**src/rtl/dstk_pkg.sv**
```systemverilog
package dstk_pkg;
    parameter int unsigned PC_W   = 12;
    parameter int unsigned FLAG_W = 4;
    parameter int unsigned AW     = 8;
    parameter int unsigned DW     = 8;
    localparam int unsigned PC_HI_W = PC_W - DW;

    typedef logic [AW-1:0]     addr_t;
    typedef logic [DW-1:0]     byte_t;
    typedef logic [PC_W-1:0]   pc_t;
    typedef logic [FLAG_W-1:0] flag_t;
    typedef logic [PC_HI_W-1:0] pchi_t;

    typedef enum logic [2:0] {
        OP_NONE, OP_CALL, OP_RET, OP_PUSH, OP_POP, OP_SWAP
    } op_e;

    typedef enum logic [1:0] {
        ST_IDLE, ST_CALL_HI, ST_RET_LO
    } st_e;

    typedef struct packed {
        logic call;
        logic ret;
        logic push;
        logic pop;
        logic swap;
    } req_t;

    // Second byte of a saved return entry: flags above the upper PC bits.
    function automatic byte_t pack_hi(flag_t f, pc_t pc);
        return {f, pc[PC_W-1:DW]};
    endfunction

    // Fixed priority among simultaneous strobes.
    function automatic op_e pick_op(req_t r);
        if (r.call)      return OP_CALL;
        else if (r.ret)  return OP_RET;
        else if (r.push) return OP_PUSH;
        else if (r.pop)  return OP_POP;
        else if (r.swap) return OP_SWAP;
        return OP_NONE;
    endfunction
endpackage

```
**src/rtl/dstk_seq.sv**
```systemverilog
module dstk_seq
    import dstk_pkg::*;
(
    input  logic clk,
    input  logic rst,
    input  req_t req,
    output op_e  op,
    output st_e  st
);
    st_e st_q;

    // Strobes are taken only when no two-cycle transfer is in flight.
    always_comb begin
        op = OP_NONE;
        if (st_q == ST_IDLE) op = pick_op(req);
    end

    always_ff @(posedge clk) begin
        if (rst) begin
            st_q <= ST_IDLE;
        end else begin
            unique case (st_q)
                ST_IDLE: begin
                    if (op == OP_CALL)     st_q <= ST_CALL_HI;
                    else if (op == OP_RET) st_q <= ST_RET_LO;
                    else                   st_q <= ST_IDLE;
                end
                default: st_q <= ST_IDLE;
            endcase
        end
    end

    assign st = st_q;
endmodule

```
**src/rtl/dstk_ptrs.sv**
```systemverilog
module dstk_ptrs
    import dstk_pkg::*;
(
    input  logic  clk,
    input  logic  rst,
    input  op_e   op,
    input  st_e   st,
    input  byte_t load_val,
    output addr_t psp,
    output addr_t dsp
);
    localparam addr_t ENTRY = addr_t'(2);
    localparam addr_t ONE   = addr_t'(1);

    addr_t psp_q, dsp_q;

    // Return-stack pointer moves at the end of the second transfer cycle.
    always_ff @(posedge clk) begin
        if (rst) begin
            psp_q <= '0;
        end else if (st == ST_CALL_HI) begin
            psp_q <= psp_q + ENTRY;
        end else if (st == ST_RET_LO) begin
            psp_q <= psp_q - ENTRY;
        end
    end

    always_ff @(posedge clk) begin
        if (rst) begin
            dsp_q <= '0;
        end else begin
            unique case (op)
                OP_PUSH: dsp_q <= dsp_q - ONE;
                OP_POP:  dsp_q <= dsp_q + ONE;
                OP_SWAP: dsp_q <= addr_t'(load_val);
                default: dsp_q <= dsp_q;
            endcase
        end
    end

    assign psp = psp_q;
    assign dsp = dsp_q;
endmodule

```
**src/rtl/dstk_port.sv**
```systemverilog
module dstk_port
    import dstk_pkg::*;
(
    input  logic  clk,
    input  logic  rst,
    input  op_e   op,
    input  st_e   st,
    input  addr_t psp,
    input  addr_t dsp,
    input  pc_t   pc,
    input  flag_t flags,
    input  byte_t din,
    input  byte_t rdata,
    output addr_t addr,
    output logic  we,
    output logic  re,
    output byte_t wdata,
    output pc_t   pc_out,
    output logic  ret_done,
    output byte_t pop_data,
    output logic  pop_done
);
    localparam addr_t ONE = addr_t'(1);
    localparam addr_t TWO = addr_t'(2);

    byte_t hi_q;
    pchi_t ret_hi_q;
    logic  ret_fin_q, pop_pend_q, ret_done_q, pop_done_q;
    pc_t   pc_q;
    byte_t pop_q;

    always_comb begin
        addr  = '0;
        we    = 1'b0;
        re    = 1'b0;
        wdata = '0;
        unique case (st)
            ST_CALL_HI: begin
                addr  = psp + ONE;
                we    = 1'b1;
                wdata = hi_q;
            end
            ST_RET_LO: begin
                addr = psp - TWO;
                re   = 1'b1;
            end
            default: begin
                unique case (op)
                    OP_CALL: begin
                        addr  = psp;
                        we    = 1'b1;
                        wdata = pc[DW-1:0];
                    end
                    OP_RET: begin
                        addr = psp - ONE;
                        re   = 1'b1;
                    end
                    OP_PUSH: begin
                        addr  = dsp - ONE;
                        we    = 1'b1;
                        wdata = din;
                    end
                    OP_POP: begin
                        addr = dsp;
                        re   = 1'b1;
                    end
                    default: ;
                endcase
            end
        endcase
    end

    // Upper entry byte is frozen on the strobe cycle for the second write.
    always_ff @(posedge clk) begin
        if (rst) begin
            hi_q <= '0;
        end else if (op == OP_CALL) begin
            hi_q <= pack_hi(flags, pc);
        end
    end

    // Read returns: RAM data lags the enable by one cycle.
    always_ff @(posedge clk) begin
        if (rst) begin
            ret_hi_q   <= '0;
            ret_fin_q  <= 1'b0;
            pop_pend_q <= 1'b0;
            ret_done_q <= 1'b0;
            pop_done_q <= 1'b0;
            pc_q       <= '0;
            pop_q      <= '0;
        end else begin
            ret_fin_q  <= (st == ST_RET_LO);
            pop_pend_q <= (op == OP_POP);
            ret_done_q <= ret_fin_q;
            pop_done_q <= pop_pend_q;
            if (st == ST_RET_LO) ret_hi_q <= rdata[PC_HI_W-1:0];
            if (ret_fin_q)       pc_q     <= {ret_hi_q, rdata};
            if (pop_pend_q)      pop_q    <= rdata;
        end
    end

    assign pc_out   = pc_q;
    assign ret_done = ret_done_q;
    assign pop_data = pop_q;
    assign pop_done = pop_done_q;
endmodule

```
**src/rtl/dual_stack_engine.sv**
```systemverilog
module dual_stack_engine (
    input  logic                        clk,
    input  logic                        rst,
    input  logic                        call_i,
    input  logic                        ret_i,
    input  logic                        push_i,
    input  logic                        pop_i,
    input  logic                        swap_i,
    input  logic [dstk_pkg::PC_W-1:0]   pc_i,
    input  logic [dstk_pkg::FLAG_W-1:0] flags_i,
    input  logic [dstk_pkg::DW-1:0]     data_i,
    input  logic [dstk_pkg::DW-1:0]     ram_rdata_i,
    output logic [dstk_pkg::AW-1:0]     ram_addr_o,
    output logic                        ram_we_o,
    output logic                        ram_re_o,
    output logic [dstk_pkg::DW-1:0]     ram_wdata_o,
    output logic                        busy_o,
    output logic [dstk_pkg::PC_W-1:0]   pc_o,
    output logic                        ret_done_o,
    output logic [dstk_pkg::DW-1:0]     pop_data_o,
    output logic                        pop_done_o,
    output logic [dstk_pkg::AW-1:0]     dsp_o
);
    import dstk_pkg::*;

    req_t  req;
    op_e   op;
    st_e   st;
    addr_t psp, dsp;

    assign req = '{call: call_i, ret: ret_i, push: push_i, pop: pop_i, swap: swap_i};

    dstk_seq u_seq (
        .clk (clk),
        .rst (rst),
        .req (req),
        .op  (op),
        .st  (st)
    );

    dstk_ptrs u_ptrs (
        .clk      (clk),
        .rst      (rst),
        .op       (op),
        .st       (st),
        .load_val (data_i),
        .psp      (psp),
        .dsp      (dsp)
    );

    dstk_port u_port (
        .clk      (clk),
        .rst      (rst),
        .op       (op),
        .st       (st),
        .psp      (psp),
        .dsp      (dsp),
        .pc       (pc_i),
        .flags    (flags_i),
        .din      (data_i),
        .rdata    (ram_rdata_i),
        .addr     (ram_addr_o),
        .we       (ram_we_o),
        .re       (ram_re_o),
        .wdata    (ram_wdata_o),
        .pc_out   (pc_o),
        .ret_done (ret_done_o),
        .pop_data (pop_data_o),
        .pop_done (pop_done_o)
    );

    assign busy_o = (st != ST_IDLE);
    assign dsp_o  = dsp;
endmodule

```
**config.mk**
```make
export PLATFORM = sky130hd
export DESIGN_NAME = dual_stack_engine
export DESIGN_NICKNAME = d
export VERILOG_FILES = /design/src/rtl/dstk_pkg.sv /design/src/rtl/dstk_seq.sv /design/src/rtl/dstk_ptrs.sv /design/src/rtl/dstk_port.sv /design/src/rtl/dual_stack_engine.sv
export SDC_FILE = /design/constraint.sdc
export NUM_CORES = 1
export LEC_CHECK = 0
export BUFFER_PORTS_ARGS = -buffer_cell sky130_fd_sc_hd__buf_2
export CAP_MARGIN = 15
export CORE_MARGIN = 5
export CORE_UTILIZATION = 49
export CTS_CLUSTER_SIZE = 40
export DETAILED_ROUTE_END_ITERATION = 10
export PLACE_DENSITY = 0.74
export SKIP_LAST_GASP = 1
export SLEW_MARGIN = 10
export SYNTH_ARGS = -nofsm -noshare
export SYNTH_HDL_FRONTEND = slang
export SYNTH_HIERARCHICAL = 1
export SYNTH_SLANG_ARGS = --single-unit
```
**constraint.sdc**
```tcl
create_clock -name clk -period 3.6 [get_ports clk]
set_input_delay 0.54 -clock clk [delete_from_list [all_inputs] [get_ports clk]]
set_output_delay 0.54 -clock clk [all_outputs]
set_load 0.02 [all_outputs]
```
# Word level (Yosys, flattened, before mapping)
# Index checks and enable logic that the tools add are counted.
# word_totals
reg_bits	54
latchBits	0
ram_bits	0
mem_bits_ro	0
wordCells	60
memories	0
# classes
n_addsub	6
n_mul	0
div	0
magnitude_cmp	0
n_eq_ne	7
shift	0
n_mux	26
n_bitwise	1
reduce_logical	8
# ops
op	n
$pmux 8 s2	3
$pmux 8 s4	1
$pmux 8 s3	1
$mux 3	7
$add 8x1->8 const B	2
$mux 8	2
$sub 8x1->8 const B	2
$mux 1	9
$add 8x2->8 const B	1
$sub 8x2->8 const B	1
$eq 3x2->1 const B	2
$eq 3x3->1 const B	2
$reduce_or 2->1	3
$pmux 1 s2	2
$reduce_bool 2->1	2
$eq 3x1->1 const B	1
$reduce_bool 3->1	1
$reduce_or 3->1	1
$eq 2x1->1 const B	1
$eq 2x2->1 const B	1
$logic_not 2->1	1
$mux 2	1
$not 1->1	1

# Logic depth before layout (Yosys ltp)
# Gate-level depths: netlist of the first run.
# depth
word_depth	12
ltp_mapped	12
depth_no_buf	10

# Cells and area by module
# The synthesis of the first run kept the hierarchy.
# modules_own_cells
module	instances	cells_per_inst	area_per_inst_um2
dstk_port	1	277	2311.0
dstk_ptrs	1	144	1179.9
dstk_seq	1	13	155.1
dual_stack_engine	1	1	6.3

# Least setup slack after synthesis of the first run
# Ideal clock, no wire load.
# synth_path
path_kind	input to output
start	input port swap_i
end	output port ram_addr_o[4] (netlist bit)
t_arrival_ns	2.945
required_ns	3.060
path_slack_ns	0.115
stages	12
path_buffers	2
path_cell_list	nor2b_1 -> o311a_2 -> buf_4 -> nand3b_1 -> clkbuf_8 -> mux2i_1 -> ha_1 -> inv_1 -> or3_1 -> xnor2_1 -> o21ai_0 -> o21ai_0
# synth_via
elab_chain_len	11
# synth_rtl
element	line_no	text
from (decl)	dual_stack_engine.sv:8	input logic swap_i,
$mux 1 *	dstk_pkg.sv:41	else if (r.swap) return OP_SWAP;
$mux 1 *	dstk_pkg.sv:40	else if (r.pop) return OP_POP;
$mux 1 *	dstk_pkg.sv:39	else if (r.push) return OP_PUSH;
$mux 1 *	dstk_pkg.sv:38	else if (r.ret) return OP_RET;
$mux 1 *	dstk_pkg.sv:37	if (r.call) return OP_CALL;
$mux 1 *	dstk_seq.sv:15	if (st_q == ST_IDLE) op = pick_op(req);
$mux 3 *	dstk_pkg.sv:42	return OP_NONE;
$mux 3 *	dstk_seq.sv:15	
named net op[0]	dual_stack_engine.sv:27	op_e op;
$eq 3x3->1 (tied with other cells)	dstk_port.sv:48	unique case (op)
$pmux 8 s4 *	dstk_port.sv:48	
$pmux 8 s2 *	dstk_port.sv:37	unique case (st)
to (decl)	dual_stack_engine.sv:13	output logic [dstk_pkg::AW-1:0] ram_addr_o,
# The timed path passes the listed nets; every way through them passes the cells marked *. The select of a mux whose other input is x is not followed.

# Worst setup path after layout of the first run
# layout_path
start	input port swap_i
end	output port ram_addr_o[2] (netlist bit)
# Same word-level chain as after synthesis.

==> run metrics, run 1 <==
Buf+Inv Stages, Crit Path 2; share of cells above drive strength 1 0.233; total power 2030 uW; total gr overflow 0; first-pass GRT wire length 15200 microns; # IOs 88; Layout area overhead 16.1%; initial antenna violation count 0; CTS Buf Count 5; clk buf depth 2; Std-Cell Rows 31; sequential-to-total area share from yosys stat 0.291; final setup TNS 0 ns; leakage 0.00189 uW; reg-to-reg endpoint u_ptrs/dsp[7]$_SDFFE_PP0P_; post-route ant nets 0; Period Utilization, post-route 0.939; Hold WC Path Type in2reg; Layout fillers 695; area leader, netlist dfxtp_1; final-report hold violation count 0; chip height 96.3 microns; DRC 0; syn_nets 495; unrepaired setup endpoints after global routing no; YS warnings 6; largest net degree at the start of global routing 50; crit path DAT 2.84 ns; R2R Setup Slk 0.44 ns; MaxCap Viol Count 0; worst skew pair latency 0.30 ns; die area 9280 sq um; Async S/R FF share, synth 0; GRT Total Usage 0.205; Final setup violation count 0; delay-heaviest family, CP compound AO/OA/AOI/OAI gates; TritonCTS clock tree yes; top cells by area, synth dfxtp_1 29%, mux2i_1 14%, ha_1 6.5%, nor2_1 5.9%, nand2_1 3.5%; GPL Wtd Cong 0.896; post-synth top area share 0.291; IO Port Bufs 87; Pins Over Slew Limit 0; via/cell ratio 5.53; Setup CP Type in2out; dpl hpwl 7030 microns; DP Area 4130 sq um; CP required 3.06 ns; Worst path max stage delay 0.41 ns; CP cell instances buf_2 -> nor2b_1 -> o311a_2 -> nand3b_1 -> mux2i_1 -> ha_1 -> nand2b_1 -> a21oi_1 -> o21ai_0 -> a21o_1 -> a31oi_1 -> buf_2; Critical Path Start swap_i; Sink Count 53; WP depth 12; Post-synth EDFFs 0; final instance area 4240 sq um; Synth Area per Inst 8.40 sq um; vias in the first global route 3333; Critical Path Source Type input pin; CTS Hold Bufs 0; Synth Instances 435; status completed; Post-synth top flop dfxtp_1; Final Critical Period 3.38 ns; H-Tree Depth 2; post-synth cell types 63; postcts setup bufs 0; Highest Clock Rate 296 MHz; nets@finish 570; Initial Util 0.504; path depth of the worst reg2reg path 10; Pre-Repair DR Iteration Count 4; crit-path most repeated cell buf_2; CTS root buffer clkbuf_8; Register Area 1060 sq um; critical-path maximum fanout 8; worst vdd ir 0.216 mV; Final Routed Wirelength 9290 microns; Vias 3372; Critical R2R Launch u_seq/st[0]$_SDFF_PP0_; #FFs+latches synth 53; Max Clock Skew 0.0127 ns; slew margin rel. 0.495; DRT iter0 DRCs 215; Worst Setup EP ram_addr_o[2]; Avg WL per Cell 15.2 microns; antenna diode count 0; Die W 96.3 microns; total core area 7250 sq um; power density cells 478 nW/um^2; area of the multi-input gates 2400 sq um; Post-Synthesis Cell Area 3650 sq um; worst-margin pin slew 0.757 ns; Slowest-stage cell, CP o311a_2; clock-pin slew on the worst setup and hold paths 0.10 ns; CP endpoint kind output pin; post-cts resize count 0
Yosys cell counts, types with 2 or more instances:
cell type and instances:
a311oi_1 3, a221oi_1 2, or3_1 5, o221ai_1 3, xor2_1 9, nor3_1 7, o21a_1 2, mux2_2 2
a31oi_1 3, mux2i_1 50, nand2b_1 10, nand4_1 2, o21ai_0 23, nor4_1 4, a22oi_1 8, inv_1 11
a21o_1 6, o21ai_1 2, dfxtp_1 53, nor2_1 57, nor2b_1 11, ha_1 19, nor4b_1 2, a211oi_1 4
xnor2_1 12, and2_1 2, clkbuf_1 11, nand3_1 4, fa_1 2, a21oi_1 21, o211ai_1 4, buf_4 4
and3_1 2, buf_2 10, nand2_1 34, nand3b_1 2, o22ai_1 3
how the worst min path moves through the flow:
stage / start / end / slack [ns] / cells after the start
3_3_place_gp: u_port/pop_data[0]$_SDFFE_PP0P_ / u_port/pop_data[0]$_SDFFE_PP0P_ / 0.47 / 2
5_1_grt: pc_i[8] / u_port/hi_q[0]$_SDFFE_PP0N_ / 0.48 / 3
2_1_floorplan: u_port/ret_hi_q[0]$_SDFFE_PP0P_ / u_port/ret_hi_q[0]$_SDFFE_PP0P_ / 0.46 / 2
6_report: pc_i[8] / u_port/hi_q[0]$_SDFFE_PP0N_ / 0.47 / 3
4_1_cts: pc_i[8] / u_port/hi_q[0]$_SDFFE_PP0N_ / 0.47 / 3
3_5_place_dp: u_port/pc_out[7]$_SDFFE_PP0P_ / u_port/pc_out[7]$_SDFFE_PP0P_ / 0.48 / 2
worst min-delay path: stages:
cell and delay [ns]:
buf_2 0.07, mux2i_1 0.05, nor2_1 0.07
kinds of logic (layout without fill, tap and decap cells):
group                    count (synthesis)  in the layout  synth area share
other                                    1              1           0.00103
multiplexers                            52             52             0.143
buffers and inverters                   38            114            0.0514
adder cells (fa/ha/maj)                 21             21            0.0761
AO/OA/AOI/OAI                           92             92             0.163
AND/OR/NAND/NOR                        157            157             0.224
XOR/XNOR                                21             21            0.0504
flip-flops                              53             53             0.291
metal layers:
| layer | global-route usage | wire length [microns] | up-vias |
|---|---|---|---|
| met2 | 0.356 | 4570 | 94 |
| met1 | 0.262 | 4120 | 1573 |
| met5 | 0 | 0 | - |
| li1 | - | - | 1697 |
| met3 | 0.0328 | 510 | 8 |
| met4 | 0.0537 | 85 | 0 |
cells in the final DEF, fill, tap and decap left out, types with 12 or more instances in the layout:
cell type | netlist | routed
nand2_1 | 34 | 34
o21ai_0 | 23 | 23
dfxtp_1 | 53 | 53
a21oi_1 | 21 | 21
buf_2 | 10 | 87
xnor2_1 | 12 | 12
ha_1 | 19 | 19
mux2i_1 | 50 | 50
nor2_1 | 57 | 57
state kept, by name, summed over array words and instances, names as in the netlist:
| name | flops |
|---|---|
| u_port/pop_done | 1 |
| u_port/ret_hi_q | 4 |
| u_port/ret_done | 1 |
| u_ptrs/psp | 7 |
| u_port/pc_out | 12 |
| u_port/ret_fin_q | 1 |
| u_port/hi_q | 8 |
| u_ptrs/dsp | 8 |
| u_seq/st | 2 |
| u_port/pop_data | 8 |
| u_port/pop_pend_q | 1 |
layout make-up:
class	count	area share
multi-input combinational	344	0.567
clock inverter	3	0.0112
inverter	11	0.00973
timing repair buffer	95	0.117
sequential	53	0.250
tap	99	0.0292
clock buffer	5	0.0162
where the power goes:
part / switching (uW) / total [uW] / internal, uW
Clock: 202 / 415 / 212
Sequential: 104 / 737 / 633
Combinational: 486 / 877 / 391
through the flow:
| step | hold WS (ns) | utilization | setup WS, ns | instances |
|---|---|---|---|---|
| final | 0.469 | 0.585 | 0.220 | 610 |
| after global routing | 0.479 | 0.585 | 0.0581 | 610 |
| after CTS | 0.466 | 0.585 | 0.233 | 610 |
| after detailed placement | 0.477 | 0.569 | 0.142 | 602 |
| after global placement | 0.468 | 0.569 | 0.261 | 602 |
| after floorplan | 0.460 | - | 0.115 | 435 |
Power figures use the tool's default switching activity.
==> run 2, diff against run 1 <==
--- a/config.mk
+++ b/config.mk
@@ -7,7 +7,7 @@
 export LEC_CHECK = 0
 export BUFFER_PORTS_ARGS = -buffer_cell sky130_fd_sc_hd__buf_2
 export CAP_MARGIN = 15
-export CORE_MARGIN = 5
+export CORE_MARGIN = 1.5
 export CORE_UTILIZATION = 49
 export CTS_CLUSTER_SIZE = 40
 export DETAILED_ROUTE_END_ITERATION = 10
==> run metrics, run 2 (synthesis gave the netlist of run 1 again) <==
hold_sp pc_i[11] (was pc_i[8]); Highest Clock Rate 297 MHz (was 296 MHz); chip height 89.3 microns (was 96.3 microns); Final Critical Period 3.37 ns (was 3.38 ns); DRT iter0 DRCs 189 (was 215); crit path DAT 2.83 ns (was 2.84 ns); DRC 0 (unchanged); hold path cells 3 (unchanged); critical-path maximum fanout 7 (was 8); path depth of the worst reg2reg path 10 (unchanged); Avg WL per Cell 15.3 microns (was 15.2 microns); CP endpoint kind output pin (unchanged); unrepaired setup endpoints after global routing no (unchanged); Seq pwr share 0.371 (was 0.363); CTS Buf Count 5 (unchanged); Setup CP Type reg2out (was in2out); IO Port Bufs 87 (unchanged); Final Routed Wirelength 9360 microns (was 9290 microns); share of cells above drive strength 1 0.233 (unchanged); TritonCTS clock tree yes (unchanged); MaxCap Viol Count 0 (unchanged); clk buf depth 2 (unchanged); die area 7980 sq um (was 9280 sq um); reg-to-reg endpoint u_ptrs/dsp[7]$_SDFFE_PP0P_ (unchanged); # IOs 88 (unchanged); Critical R2R Launch u_seq/st[1]$_SDFF_PP0_ (was u_seq/st[0]$_SDFF_PP0_); Period Utilization, post-route 0.936 (was 0.939); final-report hold violation count 0 (unchanged); Finished Core Util 0.586 (was 0.585); status completed (unchanged); Clock power frac 0.184 (was 0.204); CP required 3.06 ns (about the same); max FFs per register 12 (unchanged); post-cts resize count 0 (unchanged); first-pass GRT wire length 14600 microns (was 15200 microns); nets@finish 570 (unchanged); CTS root buffer clkbuf_8 (unchanged); CP cell instances nor2_1 -> and4bb_4 -> nand3b_1 -> mux2i_1 -> ha_1 -> nand2b_1 -> a21oi_1 -> o21ai_0 -> a21o_1 -> a31oi_1 -> buf_2 (was buf_2 -> nor2b_1 -> o311a_2 -> nand3b_1 -> mux2i_1 -> ha_1 -> nand2b_1 -> a21oi_1 -> o21ai_0 -> a21o_1 -> a31oi_1 -> buf_2); area of the multi-input gates 2400 sq um (unchanged); most used cells in the layout excluding fill and tap cells 87 x buf_2, 57 x nor2_1, 53 x dfxtp_1 (unchanged); total power 1990 uW (was 2030 uW); total gr overflow 0 (unchanged); worst vdd ir 0.190 mV (was 0.216 mV); GRT Total Usage 0.233 (was 0.205); final setup TNS 0 ns (unchanged); H-Tree Depth 2 (unchanged); Sink Count 53 (unchanged); placed cells 602 (unchanged); hold_ws 0.456 ns (was 0.469 ns); Hold WC Path Type in2reg (unchanged); Layout fillers 694 (was 695); commonest non-fill, non-tap cell in the layout buf_2 (unchanged); dpl hpwl 6940 microns (was 7030 microns); Non-Filler Instances 610 (unchanged); Final setup violation count 0 (unchanged); clock-pin slew on the worst setup and hold paths 0.11 ns (was 0.10 ns); Worst path max stage delay 0.50 ns (was 0.41 ns); Slowest-stage cell, CP dfxtp_1 (was o311a_2); Int Power 1170 uW (was 1240 uW); Hold EP u_port/hi_q[3]$_SDFFE_PP0N_ (was u_port/hi_q[0]$_SDFFE_PP0N_); Layout area overhead 15.8% (was 16.1%); Die W 89.3 microns (was 96.3 microns); largest net degree at the start of global routing 52 (was 50); worst-margin pin slew 0.738 ns (was 0.757 ns); Max Clock Skew 0.00752 ns (was 0.0127 ns); Vias 3420 (was 3372); initial antenna violation count 0 (unchanged); vias in the first global route 3009 (was 3333); Std-Cell Rows 31 (unchanged); Register Area 1060 sq um (unchanged); worst skew pair latency 0.31 ns (was 0.30 ns); Pre-Repair DR Iteration Count 4 (unchanged); Switching Share 0.412 (was 0.391); Combinational Power Share 0.445 (was 0.432); R2R Setup Slk 0.50 ns (was 0.44 ns); Critical Path Source Type flip-flop (was input pin); slew margin rel. 0.507 (was 0.495); total core area 7210 sq um (was 7250 sq um); postcts setup bufs 0 (unchanged); leakage 0.00188 uW (was 0.00189 uW); post-route ant nets 0 (unchanged); CTS Hold Bufs 0 (unchanged); Initial Util 0.506 (was 0.504); Switching Power 819 uW (was 792 uW); GPL Wtd Cong 0.896 (about the same); via/cell ratio 5.61 (was 5.53); antenna diode count 0 (unchanged); Pins Over Slew Limit 0 (unchanged); power density cells 470 nW/um^2 (was 478 nW/um^2)
[run 2: layer usage]
metal | global-route usage | up-vias | wire [microns]
met4 | 0.0503 | 0 | 71
met3 | 0.0360 | 8 | 393
met1 | 0.300 | 1625 | 4420
li1 | - | 1698 | -
met2 | 0.411 | 89 | 4470
met5 | 0 | - | 0
[run 2: worst max path at each step]
stage | to | cells after the start | slack [ns] | startpoint
2_1_floorplan | ram_addr_o[4] | 12 | 0.12 | swap_i
3_3_place_gp | u_ptrs/dsp[7]$_SDFFE_PP0P_ | 11 | 0.35 | push_i
3_5_place_dp | u_ptrs/dsp[7]$_SDFFE_PP0P_ | 11 | 0.22 | push_i
4_1_cts | ram_addr_o[2] | 11 | 0.29 | u_seq/st[1]$_SDFF_PP0_
5_1_grt | ram_addr_o[2] | 11 | 0.01 | u_seq/st[0]$_SDFF_PP0_
6_report | ram_addr_o[2] | 11 | 0.23 | u_seq/st[1]$_SDFF_PP0_
[run 2: layout make-up]
| class | instances | area share |
|---|---|---|
| inverters | 11 | 0.00977 |
| clock buffers | 5 | 0.0163 |
| clock inverters | 3 | 0.00799 |
| flip-flops and latches | 53 | 0.251 |
| multi-input cells | 344 | 0.569 |
| repair buffers | 95 | 0.117 |
| well taps | 99 | 0.0293 |
[run 2: power groups by stage]
stage	clock (uW)	combinational (uW)	sequential (uW)
final	365	885	738
after detailed placement	0	873	748
after global placement	0	852	747
after global routing	393	967	748
after floorplan	0	692	716
after CTS	375	878	735
[run 2: through the flow]
step                      area, sq um  setup WS [ns]
after global routing             4230         0.0146
after global placement           4130          0.352
final                            4230          0.231
after floorplan                  3650          0.115
after detailed placement         4130          0.225
after CTS                        4230          0.286
[run 2: worst max-delay path: cells and delay by family (launching register included)]
family,cells,cell delay [ns]
adder cells (fa/ha/maj),1,0.25
AND/OR/NAND/NOR,4,0.74
AO/OA/AOI/OAI,4,0.62
buffers and inverters,1,0.20
multiplexers,1,0.20
flip-flops,1,0.50
==> run 3, diff against run 2 <==
--- a/config.mk
+++ b/config.mk
@@ -5,16 +5,15 @@
 export SDC_FILE = /design/constraint.sdc
 export NUM_CORES = 1
 export LEC_CHECK = 0
-export BUFFER_PORTS_ARGS = -buffer_cell sky130_fd_sc_hd__buf_2
 export CAP_MARGIN = 15
 export CORE_MARGIN = 1.5
 export CORE_UTILIZATION = 49
 export CTS_CLUSTER_SIZE = 40
 export DETAILED_ROUTE_END_ITERATION = 10
-export PLACE_DENSITY = 0.74
+export DONT_BUFFER_PORTS = 1
 export SKIP_LAST_GASP = 1
 export SLEW_MARGIN = 10
 export SYNTH_ARGS = -nofsm -noshare
 export SYNTH_HDL_FRONTEND = slang
-export SYNTH_HIERARCHICAL = 1
 export SYNTH_SLANG_ARGS = --single-unit
+export TNS_END_PERCENT = 30
==> run metrics, run 3 <==
hold path cells 1 (was 3); unrepaired setup endpoints after global routing no (unchanged); Period Utilization, post-route 0.857 (was 0.936); Synth Area in XOR/XNOR 0.0417 (was 0.0504); vias in the first global route 2679 (was 3009); Clock power frac 0.277 (was 0.184); antenna diode count 0 (unchanged); syn_nets 439 (was 495); Worst Setup EP ram_addr_o[6] (was ram_addr_o[2]); reg-to-reg endpoint u_ptrs.dsp[6]$_SDFFE_PP0P_ (was u_ptrs/dsp[7]$_SDFFE_PP0P_); clk buf depth 2 (unchanged); share of cells above drive strength 1 0.0916 (was 0.233); Die W 83.2 microns (was 89.3 microns); Synth Area per Inst 8.02 sq um (was 8.40 sq um); R2R Setup Slk 1.51 ns (was 0.50 ns); post-route ant nets 0 (unchanged); Final Critical Period 3.09 ns (was 3.37 ns); final instance area 3240 sq um (was 4230 sq um); Max Clock Skew 0.00536 ns (was 0.00752 ns); TritonCTS clock tree yes (unchanged); delay-heaviest family, CP compound AO/OA/AOI/OAI gates (was simple AND/OR/NAND/NOR gates); CP cell instances inv_1 -> ha_1 -> or3b_4 -> nor3_2 -> xnor2_1 -> o221a_1 -> o21ai_1 (was nor2_1 -> and4bb_4 -> nand3b_1 -> mux2i_1 -> ha_1 -> nand2b_1 -> a21oi_1 -> o21ai_0 -> a21o_1 -> a31oi_1 -> buf_2); critical-path maximum fanout 10 (was 7); leakage 0.00114 uW (was 0.00188 uW); Post-Synthesis Cell Area 3150 sq um (was 3650 sq um); worst vdd ir 0.216 mV (was 0.190 mV); Seq pwr share 0.470 (was 0.371); first-pass GRT wire length 13300 microns (was 14600 microns); DRT iter0 DRCs 162 (was 189); CP endpoint kind output pin (unchanged); Switching Share 0.331 (was 0.412); # IOs 88 (unchanged); Layout area overhead 2.82% (was 15.8%); Final Routed Wirelength 7950 microns (was 9360 microns); total core area 6280 sq um (was 7210 sq um); WP depth 7 (was 11); largest family of logic cells by synthesized area simple AND/OR/NAND/NOR gates (unchanged); max FFs per register 12 (unchanged); area leader, netlist dfxtp_1 (unchanged); Combinational Power Share 0.253 (was 0.445); Worst path max stage delay 0.47 ns (was 0.50 ns); via/cell ratio 6.15 (was 5.61); Int Power 975 uW (was 1170 uW); Initial Util 0.502 (was 0.506); worst skew pair latency 0.31 ns (about the same); largest net degree at the start of global routing 54 (was 52); path depth of the worst reg2reg path 7 (was 10); Pins Over Slew Limit 0 (unchanged); slew margin rel. 0.468 (was 0.507); most used cells in the layout excluding fill and tap cells 53 x dfxtp_1, 51 x nand2_1, 44 x nor2_1 (was 87 x buf_2, 57 x nor2_1, 53 x dfxtp_1); CTS Hold Bufs 0 (unchanged); mux contribution to synthesized area 0.0865 (was 0.143); dpl hpwl 5540 microns (was 6940 microns); GPL Wtd Cong 0.842 (was 0.896); Highest Clock Rate 324 MHz (was 297 MHz); post-synth top area share 0.337 (was 0.291); power density cells 449 nW/um^2 (was 470 nW/um^2); H-Tree Depth 2 (unchanged); #FFs+latches synth 53 (unchanged); Pre-Repair DR Iteration Count 5 (was 4); sequential-to-total area share from yosys stat 0.337 (was 0.291); Synth Area in Adders 0.0278 (was 0.0761); Async S/R FF share, synth 0 (unchanged); Setup CP Type reg2out (unchanged); Post-synth top cells 53 x dfxtp_1, 51 x nand2_1, 44 x nor2_1 (was 57 x nor2_1, 53 x dfxtp_1, 50 x mux2i_1); Hold WC Path Type in2reg (unchanged); Buf+Inv Stages, Crit Path 1 (unchanged); Compound-Gate Fraction of Synth Area 0.206 (was 0.163); Vias 2754 (was 3420); postcts setup bufs 0 (unchanged); MaxCap Viol Count 0 (unchanged); Switching Power 482 uW (was 819 uW); final-report hold violation count 0 (unchanged); worst-margin pin slew 0.790 ns (was 0.738 ns); Critical Path Source Type flip-flop (unchanged); post-cts resize count 0 (unchanged); clock-pin slew on the worst setup and hold paths 0.10 ns (was 0.11 ns); Critical R2R Launch u_ptrs.dsp[0]$_SDFFE_PP0P_ (was u_seq/st[1]$_SDFF_PP0_); GRT Total Usage 0.232 (was 0.233); Layout fillers 625 (was 694); YS warnings 0 (was 6); CTS root buffer clkbuf_8 (unchanged); Slowest-stage cell, CP dfxtp_1 (unchanged); commonest non-fill, non-tap cell in the layout dfxtp_1 (was buf_2); status completed (unchanged); total power 1460 uW (was 1990 uW); post-synth cell types 67 (was 63); chip height 83.2 microns (was 89.3 microns); final setup TNS 0 ns (unchanged); total gr overflow 0 (unchanged); Post-synth top flop dfxtp_1 (unchanged); crit path DAT 2.55 ns (was 2.83 ns); Synth Instances 393 (was 435); Final setup violation count 0 (unchanged); DP Area 3130 sq um (was 4130 sq um); Synth Area in Simple Gates 0.236 (was 0.224); Avg WL per Cell 17.7 microns (was 15.3 microns); IO Port Bufs 0 (was 87); Post-synth EDFFs 0 (unchanged); Sink Count 53 (unchanged); top cells by area, synth dfxtp_1 34%, mux2i_1 7.9%, nand2_1 6.1%, nor2_1 5.2%, a21oi_1 4.3% (was dfxtp_1 29%, mux2i_1 14%, ha_1 6.5%, nor2_1 5.9%, nand2_1 3.5%); nets@finish 417 (was 570); DRC 0 (unchanged); CTS Buf Count 5 (unchanged); CP required 3.06 ns (about the same); Std-Cell Rows 29 (was 31); count leader, synth dfxtp_1 (was nor2_1); initial antenna violation count 0 (unchanged); die area 6920 sq um (was 7980 sq um); Critical Path Start u_ptrs.dsp[0]$_SDFFE_PP0P_ (was u_seq/st[1]$_SDFF_PP0_)
==> run 3: changes by cell type after synthesis, sizes merged, moves of 5 or more <==
cell | before | now
a221oi | 2 | 11
ha | 19 | 7
a21oi | 21 | 27
nor2b | 11 | 4
clkbuf | 12 | 22
a22oi | 8 | 2
o21ai | 25 | 19
mux2i | 50 | 25
nand2 | 34 | 51
nand2b | 10 | 2
nor3 | 8 | 13
nor2 | 58 | 45
==> run 3: logic make-up (layout without fill, tap and decap cells) <==
group,after synthesis,after routing
buffers and inverters,47,25
AOI/OAI and AO/OA,94,94
DFF,53,53
and+or+nand+nor,150,150
adders and majority gates,7,7
muxes,27,27
xor gates and xnor gates,15,15
==> run 3: how the worst min path moves through the flow <==
stage	start	to	slack, ns
final	rst	u_port.pc_out[2]$_SDFFE_PP0P_	0.29
after global routing	rst	u_ptrs.psp[2]$_SDFFE_PP0N_	0.28
after CTS	rst	u_port.pc_out[2]$_SDFFE_PP0P_	0.28
after detailed placement	u_port.hi_q[0]$_SDFFE_PP0N_	u_port.hi_q[0]$_SDFFE_PP0N_	0.44
after global placement	u_port.hi_q[5]$_SDFFE_PP0N_	u_port.hi_q[5]$_SDFFE_PP0N_	0.44
after floorplan	u_port.hi_q[0]$_SDFFE_PP0N_	u_port.hi_q[0]$_SDFFE_PP0N_	0.44
==> run 3: stage by stage <==
step / setup WS [ns] / std cells / hold slack [ns] / util
after floorplan: 1.01 / 393 / 0.437 / -
after global placement: 0.947 / 441 / 0.438 / 0.499
final: 0.515 / 448 / 0.290 / 0.516
after CTS: 0.524 / 448 / 0.283 / 0.516
after detailed placement: 0.888 / 441 / 0.442 / 0.499
after global routing: 0.311 / 448 / 0.276 / 0.516
==> run 3: area by class of cell <==
type / instances / area [sq um] / area share
sequential: 53 / 1060 / 0.327
tap: 77 / 96.3 / 0.0297
multi-input combinational: 293 / 1890 / 0.583
inverter: 13 / 48.8 / 0.0151
timing repair buffer: 5 / 37.5 / 0.0116
clock buffer: 5 / 68.8 / 0.0212
clock inverter: 2 / 38.8 / 0.0120
==> run 3: worst reg2reg max path: cells and delay by family (launching register included) <==
| family | cells | cell delay (ns) |
|---|---|---|
| AND/OR/NAND/NOR | 2 | 0.58 |
| flip-flops | 1 | 0.47 |
| AO/OA/AOI/OAI | 2 | 0.36 |
| adder cells (fa/ha/maj) | 1 | 0.25 |
| buffers and inverters | 1 | 0.17 |
| XOR/XNOR | 1 | 0.17 |
==> run 3: power groups by stage <==
stage,Combinational (uW),Clock [uW],Sequential [uW]
floorplan,347,0,661
global placement,361,0,696
detailed placement,364,0,697
CTS,366,418,683
global route,407,434,692
finish,369,403,684
==> run 3: metal layers <==
layer  GRT usage  vias to the layer above  wire length [microns]  share of wire
met5           0                        -                      0              0
met4      0.0712                        0                    100          0.013
met3      0.0706                        8                    663          0.083
met2       0.357                       94                   3620           0.46
met1       0.313                     1302                   3560           0.45
li1            -                     1350                      -              -
